$ cat src/rtl/pce_pkg.sv
package pce_pkg;
  localparam int IX_SRC    = 0;
  localparam int IX_DST    = 1;
  localparam int IX_PIN    = 2;
  localparam int IX_POUT   = 3;
  localparam int IX_LEN    = 4;
  localparam int IX_CNT    = 5;
  localparam int IX_REMAP  = 6;
  localparam int IX_CONST  = 7;
  localparam int IX_LAUNCH = 8;

  localparam logic [2:0] SEL_CONST_A = 3'd4;
  localparam logic [1:0] CSIZE_WORD  = 2'd3;

  typedef enum logic [1:0] {
    S_IDLE  = 2'd0,
    S_RREQ  = 2'd1,
    S_RWAIT = 2'd2,
    S_WREQ  = 2'd3
  } seq_st_e;
endpackage

$ cat src/rtl/pce_mth_regs.sv
module pce_mth_regs
  import pce_pkg::*;
#(
  parameter int NUM_REGS = 9,
  parameter int IDX_W    = 6,
  parameter int DATA_W   = 32
) (
  input  logic                             clk,
  input  logic                             rst_n,
  input  logic                             mth_valid,
  input  logic [IDX_W-1:0]                 mth_index,
  input  logic [DATA_W-1:0]                mth_data,
  input  logic                             busy_i,
  output logic [NUM_REGS-1:0][DATA_W-1:0]  rf_o,
  output logic                             go_o,
  output logic                             idx_err_o
);
  logic in_range;
  logic launch_wr;
  logic go_d, go_q;
  logic err_d, err_q;

  assign in_range  = (32'(mth_index) < NUM_REGS);
  assign launch_wr = mth_valid && in_range && (32'(mth_index) == IX_LAUNCH);

  for (genvar g = 0; g < NUM_REGS; g++) begin : g_reg
    logic             wen;
    logic [DATA_W-1:0] val_q;
    assign wen = mth_valid && in_range && (32'(mth_index) == g);
    always_ff @(posedge clk or negedge rst_n) begin
      if (!rst_n)   val_q <= '0;
      else if (wen) val_q <= mth_data;
    end
    assign rf_o[g] = val_q;
  end

  always_comb begin
    go_d  = launch_wr && !busy_i && !go_q;
    err_d = mth_valid && !in_range;
  end

  always_ff @(posedge clk or negedge rst_n) begin
    if (!rst_n) begin
      go_q  <= 1'b0;
      err_q <= 1'b0;
    end else begin
      go_q  <= go_d;
      err_q <= err_d;
    end
  end

  assign go_o      = go_q;
  assign idx_err_o = err_q;

  AST_IDX_REJECT: assert property (@(posedge clk) disable iff (!rst_n)
    (mth_valid && !(32'(mth_index) < NUM_REGS)) |=> idx_err_o) else $error("idx");
  AST_LAUNCH_BUSY_IGNORED: assert property (@(posedge clk) disable iff (!rst_n)
    (busy_i && launch_wr) |=> !go_o) else $error("busy launch");
  AST_GO_SINGLE: assert property (@(posedge clk) disable iff (!rst_n)
    go_o |=> !go_o) else $error("go pulse");
endmodule

$ cat src/rtl/pce_seq.sv
module pce_seq
  import pce_pkg::*;
#(
  parameter int ADDR_W = 32,
  parameter int LEN_W  = 16,
  parameter int DATA_W = 32
) (
  input  logic              clk,
  input  logic              rst_n,
  input  logic              go_i,
  input  logic [ADDR_W-1:0] src_off_i,
  input  logic [ADDR_W-1:0] dst_off_i,
  input  logic [ADDR_W-1:0] pitch_in_i,
  input  logic [ADDR_W-1:0] pitch_out_i,
  input  logic [LEN_W-1:0]  line_len_i,
  input  logic [LEN_W-1:0]  line_cnt_i,
  input  logic [2:0]        sel_i,
  input  logic [1:0]        csize_i,
  input  logic [DATA_W-1:0] const_i,
  input  logic              multi_i,
  input  logic              remap_i,
  output logic              busy_o,
  output logic              done_o,
  output logic              cfg_err_o,
  output logic              rd_req_valid,
  input  logic              rd_req_ready,
  output logic [ADDR_W-1:0] rd_req_addr,
  input  logic              rd_rsp_valid,
  input  logic [7:0]        rd_rsp_data,
  output logic              wr_valid,
  input  logic              wr_ready,
  output logic [ADDR_W-1:0] wr_addr,
  output logic [7:0]        wr_data
);
  localparam int BYTE_W = LEN_W + 2;

  seq_st_e            st_d, st_q;
  logic [ADDR_W-1:0]  src_d, src_q, dst_d, dst_q;
  logic [ADDR_W-1:0]  pin_d, pin_q, pout_d, pout_q;
  logic [BYTE_W-1:0]  blim_d, blim_q, byte_d, byte_q;
  logic [LEN_W-1:0]   lines_d, lines_q, line_d, line_q;
  logic [DATA_W-1:0]  cval_d, cval_q;
  logic [7:0]         dat_d, dat_q;
  logic               fill_d, fill_q;
  logic               done_d, done_q, err_d, err_q;
  logic [BYTE_W-1:0]  start_bytes;
  logic [LEN_W-1:0]   start_lines;
  logic               bad_remap;

  always_comb begin
    start_bytes = remap_i ? {line_len_i, 2'b00} : BYTE_W'(line_len_i);
    start_lines = multi_i ? line_cnt_i : LEN_W'(1);
    bad_remap   = remap_i && (multi_i || (sel_i != SEL_CONST_A) || (csize_i != CSIZE_WORD));
  end

  always_comb begin
    st_d    = st_q;
    src_d   = src_q;
    dst_d   = dst_q;
    pin_d   = pin_q;
    pout_d  = pout_q;
    blim_d  = blim_q;
    byte_d  = byte_q;
    lines_d = lines_q;
    line_d  = line_q;
    cval_d  = cval_q;
    dat_d   = dat_q;
    fill_d  = fill_q;
    done_d  = 1'b0;
    err_d   = 1'b0;
    unique case (st_q)
      S_IDLE: begin
        if (go_i) begin
          src_d   = src_off_i;
          dst_d   = dst_off_i;
          pin_d   = pitch_in_i;
          pout_d  = pitch_out_i;
          cval_d  = const_i;
          fill_d  = remap_i;
          blim_d  = start_bytes;
          lines_d = start_lines;
          byte_d  = '0;
          line_d  = '0;
          if (bad_remap)                                err_d  = 1'b1;
          else if (start_bytes == '0 || start_lines == '0) done_d = 1'b1;
          else                                           st_d   = remap_i ? S_WREQ : S_RREQ;
        end
      end
      S_RREQ: begin
        if (rd_req_ready) st_d = S_RWAIT;
      end
      S_RWAIT: begin
        if (rd_rsp_valid) begin
          dat_d = rd_rsp_data;
          st_d  = S_WREQ;
        end
      end
      S_WREQ: begin
        if (wr_ready) begin
          if (byte_q == blim_q - BYTE_W'(1)) begin
            byte_d = '0;
            if (line_q == lines_q - LEN_W'(1)) begin
              st_d   = S_IDLE;
              done_d = 1'b1;
            end else begin
              line_d = line_q + LEN_W'(1);
              src_d  = src_q + pin_q;
              dst_d  = dst_q + pout_q;
              st_d   = fill_q ? S_WREQ : S_RREQ;
            end
          end else begin
            byte_d = byte_q + BYTE_W'(1);
            st_d   = fill_q ? S_WREQ : S_RREQ;
          end
        end
      end
      default: st_d = S_IDLE;
    endcase
  end

  always_ff @(posedge clk or negedge rst_n) begin
    if (!rst_n) begin
      st_q    <= S_IDLE;
      src_q   <= '0;
      dst_q   <= '0;
      pin_q   <= '0;
      pout_q  <= '0;
      blim_q  <= '0;
      byte_q  <= '0;
      lines_q <= '0;
      line_q  <= '0;
      cval_q  <= '0;
      dat_q   <= '0;
      fill_q  <= 1'b0;
      done_q  <= 1'b0;
      err_q   <= 1'b0;
    end else begin
      st_q    <= st_d;
      src_q   <= src_d;
      dst_q   <= dst_d;
      pin_q   <= pin_d;
      pout_q  <= pout_d;
      blim_q  <= blim_d;
      byte_q  <= byte_d;
      lines_q <= lines_d;
      line_q  <= line_d;
      cval_q  <= cval_d;
      dat_q   <= dat_d;
      fill_q  <= fill_d;
      done_q  <= done_d;
      err_q   <= err_d;
    end
  end

  assign busy_o       = (st_q != S_IDLE);
  assign done_o       = done_q;
  assign cfg_err_o    = err_q;
  assign rd_req_valid = (st_q == S_RREQ);
  assign rd_req_addr  = src_q + ADDR_W'(byte_q);
  assign wr_valid     = (st_q == S_WREQ);
  assign wr_addr      = dst_q + ADDR_W'(byte_q);
  assign wr_data      = fill_q ? 8'(cval_q >> {byte_q[1:0], 3'b000}) : dat_q;

  AST_WR_HOLD: assert property (@(posedge clk) disable iff (!rst_n)
    (wr_valid && !wr_ready) |=> (wr_valid && $stable(wr_addr) && $stable(wr_data))) else $error("wr hold");
  AST_RD_HOLD: assert property (@(posedge clk) disable iff (!rst_n)
    (rd_req_valid && !rd_req_ready) |=> (rd_req_valid && $stable(rd_req_addr))) else $error("rd hold");
  AST_ONE_CHANNEL: assert property (@(posedge clk) disable iff (!rst_n)
    !(rd_req_valid && wr_valid)) else $error("both channels");
  AST_FILL_NO_READ: assert property (@(posedge clk) disable iff (!rst_n)
    (fill_q && busy_o) |-> !rd_req_valid) else $error("fill read");
  AST_DONE_IDLE: assert property (@(posedge clk) disable iff (!rst_n)
    done_o |-> !busy_o) else $error("done busy");
  AST_ERR_NO_START: assert property (@(posedge clk) disable iff (!rst_n)
    cfg_err_o |-> (!busy_o && !done_o)) else $error("err start");
endmodule

$ cat src/rtl/pitch_copy_engine.sv
module pitch_copy_engine
  import pce_pkg::*;
#(
  parameter int ADDR_W   = 32,
  parameter int LEN_W    = 16,
  parameter int DATA_W   = 32,
  parameter int NUM_REGS = 9,
  parameter int IDX_W    = 6
) (
  input  logic              clk,
  input  logic              rst_n,
  input  logic              mth_valid,
  input  logic [IDX_W-1:0]  mth_index,
  input  logic [DATA_W-1:0] mth_data,
  output logic              busy,
  output logic              done,
  output logic              idx_err,
  output logic              cfg_err,
  output logic              rd_req_valid,
  input  logic              rd_req_ready,
  output logic [ADDR_W-1:0] rd_req_addr,
  input  logic              rd_rsp_valid,
  input  logic [7:0]        rd_rsp_data,
  output logic              wr_valid,
  input  logic              wr_ready,
  output logic [ADDR_W-1:0] wr_addr,
  output logic [7:0]        wr_data
);
  logic [NUM_REGS-1:0][DATA_W-1:0] rf;
  logic go, seq_busy;
  logic unused_bits;

  assign unused_bits = ^{rf[IX_REMAP][DATA_W-1:6], rf[IX_REMAP][3],
                         rf[IX_LAUNCH][DATA_W-1:2]};

  pce_mth_regs #(.NUM_REGS(NUM_REGS), .IDX_W(IDX_W), .DATA_W(DATA_W)) i_regs (
    .clk       (clk),
    .rst_n     (rst_n),
    .mth_valid (mth_valid),
    .mth_index (mth_index),
    .mth_data  (mth_data),
    .busy_i    (busy),
    .rf_o      (rf),
    .go_o      (go),
    .idx_err_o (idx_err)
  );

  pce_seq #(.ADDR_W(ADDR_W), .LEN_W(LEN_W), .DATA_W(DATA_W)) i_seq (
    .clk          (clk),
    .rst_n        (rst_n),
    .go_i         (go),
    .src_off_i    (ADDR_W'(rf[IX_SRC])),
    .dst_off_i    (ADDR_W'(rf[IX_DST])),
    .pitch_in_i   (ADDR_W'(rf[IX_PIN])),
    .pitch_out_i  (ADDR_W'(rf[IX_POUT])),
    .line_len_i   (LEN_W'(rf[IX_LEN])),
    .line_cnt_i   (LEN_W'(rf[IX_CNT])),
    .sel_i        (rf[IX_REMAP][2:0]),
    .csize_i      (rf[IX_REMAP][5:4]),
    .const_i      (rf[IX_CONST]),
    .multi_i      (rf[IX_LAUNCH][0]),
    .remap_i      (rf[IX_LAUNCH][1]),
    .busy_o       (seq_busy),
    .done_o       (done),
    .cfg_err_o    (cfg_err),
    .rd_req_valid (rd_req_valid),
    .rd_req_ready (rd_req_ready),
    .rd_req_addr  (rd_req_addr),
    .rd_rsp_valid (rd_rsp_valid),
    .rd_rsp_data  (rd_rsp_data),
    .wr_valid     (wr_valid),
    .wr_ready     (wr_ready),
    .wr_addr      (wr_addr),
    .wr_data      (wr_data)
  );

  assign busy = go | seq_busy;

  AST_BUSY_AFTER_GO: assert property (@(posedge clk) disable iff (!rst_n)
    (go && !cfg_err) |-> busy) else $error("go busy");
endmodule

$ cat config.mk
export PLATFORM = sky130hd
export DESIGN_NAME = pitch_copy_engine
export DESIGN_NICKNAME = d
export VERILOG_FILES = /design/src/rtl/pce_pkg.sv /design/src/rtl/pce_mth_regs.sv /design/src/rtl/pce_seq.sv /design/src/rtl/pitch_copy_engine.sv
export SDC_FILE = /design/constraint.sdc
export NUM_CORES = 1
export LEC_CHECK = 0
export ABC_AREA = 1
export BUFFER_PORTS_ARGS = -buffer_cell sky130_fd_sc_hd__buf_2
export CELL_PAD_IN_SITES_DETAIL_PLACEMENT = 1
export CELL_PAD_IN_SITES_GLOBAL_PLACEMENT = 1
export CORE_ASPECT_RATIO = 1.25
export CORE_UTILIZATION = 50
export CTS_CLUSTER_DIAMETER = 60
export DETAILED_ROUTE_END_ITERATION = 6
export PLACE_DENSITY = 0.88
export SYNTH_ARGS = -nofsm -noshare
export SYNTH_HDL_FRONTEND = slang
export SYNTH_SLANG_ARGS = --single-unit
$ cat constraint.sdc
create_clock -name clk -period 10.85 [get_ports clk]
set_clock_uncertainty 0.05 [all_clocks]
set_input_delay 3.255 -clock clk [delete_from_list [all_inputs] [get_ports clk]]
set_output_delay 3.255 -clock clk [all_outputs]
set_load 0.03 [all_outputs]
==> impl_metrics.py <==
metrics = {
    "yosys": {
        "synth_top_family_by_area": "simple AND/OR/NAND/NOR gates",
        "netlist.area_leader.share": 0.428,
        "synthSimpleGateAreaFrac": 0.269,
        "yosysSeqAreaShare": 0.428,
        "avgSynthCellArea_um2": 7.41,
        "synth_nets": 3647,
        "synth-edff-count": 0,
        "syn_inst": 3485,
        "synth_area_leaders": "dfrtp_1 43%, nand2_1 16%, o21ai_0 7.4%",
        "synth_compound_area_frac": 0.134,
        "ys_ff_latch": 442,
        "synthAdderAreaFrac": 0.0545,
        "synthTopCellsByCount": "1092 x nand2_1, 442 x dfrtp_1, 380 x o21ai_0, 314 x inv_1, 273 x nor2_1",
        "syn_area_mm2": 0.0258,
        "synth.distinct_cells": 46,
        "async_reset_ff_frac": 1.00,
        "yosys_most_used_dff": "dfrtp_1",
        "yosysMostFrequentCell": "nand2_1",
        "synth-xor-area-share": 0.0427,
        "yosysWarningCount": 0,
        "synth_mux_area_frac": 0.00581,
        "synth.largest_area_cell": "dfrtp_1",
    },
    "route": {
        "vias": 25100,
        "drt_iter0_markers": 1805,
        "first_pass_iters": 5,
        "via_per_inst": 5.88,
        "drt-wirelength-per-cell_um": 23.0,
        "ant_nets": 0,
        "totalWireLength_um": 97900,
        "post-route-drc-count": 0,
    },
    "grt": {
        "antenna_found_initial": 5,
        "grt_pass1_wl_um": 153000,
        "overflow": 0,
        "grtUsageTotal": 0.379,
        "grt_pass1_vias": 26800,
        "grt_max_degree": 163,
    },
    "hold_path": {
        "hold_class": "flip-flop to flip-flop",
        "worstHoldStart": "i_regs.g_reg[7].val_q[9]",
        "hold_path_depth": 2,
        "hold_path_end": "i_seq.cval_q[9]",
    },
    "die": {
        "row_count": 92,
        "die_area_mm2": 0.0526,
        "start_util": 0.509,
        "die-width_um": 205,
        "io_pins": 130,
        "fp.coreArea_mm2": 0.0508,
        "die_h_um": 256,
    },
    "worst_setup_path": {
        "cp-start-kind": "flip-flop",
        "crit_chain": "ha_1, inv_1, fa_1, inv_1, nand3_1, nand2_1, nand2_1, nand2_1, a21oi_1, o21ai_0, a21boi_0, o21ai_0, nand2_1, nand2_1, xor2_1, buf_2",
        "critical_path_required_ns": 7.55,
        "reg2regPathDepth": 19,
        "path_class": "flip-flop to primary output",
        "r2r_slack_ns": 5.98,
        "critPathMaxFanout": 21,
        "slowest_delay_ns": 0.86,
        "end_kind": "primary output",
        "cpMostUsedCell": "nand2_1",
        "slowest_stage": "dfrtp_1",
        "reg2reg_from": "i_seq.blim_q[0]",
        "cp.arrival_ns": 4.35,
        "reg2reg_to": "i_seq.line_q[9]",
    },
    "clock_tree": {
        "cts_made_buffers": 48,
        "path_clk_slew_ns": 0.07,
        "cts-resized-gates": 0,
        "clockBufferDepth": 3,
        "htreeDepth": 2,
        "cts-root-buf": "clkbuf_16",
        "clock_latency_ns": 0.63,
        "cts_setup_buffers": 0,
        "cts_tree": "yes",
        "cts-hold-fix-buffers": 0,
        "clock-sinks": 442,
    },
    "timing": {
        "setup_viol": 0,
        "setup_tns_ns": 0,
        "finalHoldViolCount": 0,
        "finalCriticalPeriod_ns": 7.65,
        "drv_slew": 0,
        "period_share": 0.705,
        "worst_pin_slew_ns": 1.07,
        "max_freq_mhz": 131,
        "grt_setup_unrepaired": "no",
        "relSlewSlack": 0.284,
    },
    "placed_design": {
        "portBuffers": 129,
        "hpwlAfterDp_um": 71500,
        "gp_congestion": 0.986,
        "placed_cells": 4174,
    },
    "job": {
        "max_cap_viol_count": 0,
    },
    "outcome": {
        "status": "finished clean",
    },
    "finish": {
        "finalNetCount": 3728,
        "drive_gt1_frac": 0.0783,
        "final_cells": 4261,
        "synthToLayoutAreaGrowth_pct": 11.2,
    },
    "pwr": {
        "p_leak_nw": 14.9,
        "peakVddDrop_uv": 183,
        "powerDensity_mw_per_mm2": 248,
    },
}
==> cell families (layout without fill, tap and decap cells) <==
logic type,Yosys count,after routing
simple gates,1700,1700
compound gates,653,653
flops,442,442
buf+inv,440,556
xor+xnor,126,126
fa+ha+maj,110,110
mux,14,14
other cells,0,2
==> cell usage in the layout (no fill, tap or decap), drive strengths merged, types with 2 or more instances in the layout <==
cell type and instances:
ha 106, clkinv 6, o21bai 7, a211oi 2, a31oi 22, inv 323, o221ai 2, a21oi 173
xnor2 46, o21ai 393, o22ai 18, bufinv 5, mux2i 6, clkbuf 67, o211ai 4, dfrtp 442
nor3b 2, nand3b 11, a21o 15, or2 28, diode 2, nor3 37, nand4 42, nand2 1094
xor2 80, fa 4, clkinvlp 2, and2 3, nor2 277, o21a 9, nor4 8, nand3 194
mux2 8, buf 153, a21boi 5, and3 2
==> worst max-delay path, delay by kind of cell, from the launching register on <==
| kind | cells | cell delay [ns] |
|---|---|---|
| AOI/OAI and AO/OA | 4 | 0.91 |
| xor gates and xnor gates | 1 | 0.21 |
| adders and majority gates | 2 | 0.80 |
| buffers and inverters | 3 | 0.44 |
| DFF | 1 | 0.86 |
| and+or+nand+nor | 6 | 0.48 |
==> worst max-delay path by stage <==
stage | from | end | slack [ns] | cells after the start
after detailed placement | i_seq.byte_q[0] | wr_addr[16] | 3.96 | 16
after global routing | i_seq.byte_q[0] | rd_req_addr[30] | 2.97 | 16
after CTS | i_seq.byte_q[0] | wr_addr[16] | 3.24 | 16
after floorplan | i_seq.byte_q[1] | rd_req_addr[30] | 4.43 | 15
after global placement | i_seq.byte_q[0] | wr_addr[16] | 3.88 | 16
final | i_seq.byte_q[0] | wr_addr[16] | 3.20 | 16
==> final cells by class <==
type,count,area [um^2]
Clock inverter,18,293
Timing Repair Buffer,153,848
Clock buffer,67,1370
Sequential cell,442,11100
Inverter,318,1190
Tap cell,658,823
Multi-Input combinational cell,2603,13100
Fill cell,6476,22100
Antenna cell,2,5.00
==> power breakdown <==
part / internal, mW / switching [mW]
Combinational: 0.908 / 2.18
Sequential: 1.94 / 0.352
Clock: 1.01 / 0.734
Total: 3.86 / 3.27
==> metal layers <==
metal / vias up / wire, um / track usage
li1: 11500 / - / -
met3: 244 / 6190 / 0.0558
met4: 2 / 4790 / 0.174
met1: 12500 / 39200 / 0.475
met5: - / 8 / 0
met2: 782 / 47700 / 0.640
==> registers in the layout, indices dropped and copies added (netlist names), 2 cells and up <==
register,cells
i_seq.pout_q,32
i_seq.src_q,32
i_seq.dst_q,32
i_regs.g.val_q,199
i_seq.st_q,2
i_seq.pin_q,32
i_seq.line_q,16
i_seq.blim_q,18
i_seq.cval_q,32
i_seq.dat_q,8
i_seq.lines_q,16
i_seq.byte_q,18
==> through the flow <==
| step | instance area (um^2) | hold WS (ns) | utilization | worst slack [ns] | total power, mW |
|---|---|---|---|---|---|
| CTS | 28700 | 0.425 | 0.565 | 3.24 | 7.10 |
| finish | 28700 | 0.420 | 0.566 | 3.20 | 7.13 |
| detailed placement | 27000 | 0.406 | 0.533 | 3.96 | 5.32 |
| global placement | 27000 | 0.400 | 0.533 | 3.88 | 5.18 |
| floorplan | 25800 | 0.392 | - | 4.43 | 4.26 |
| global route | 28700 | 0.443 | 0.565 | 2.97 | 7.50 |
No activity file was read; power rests on OpenSTA's default activity.
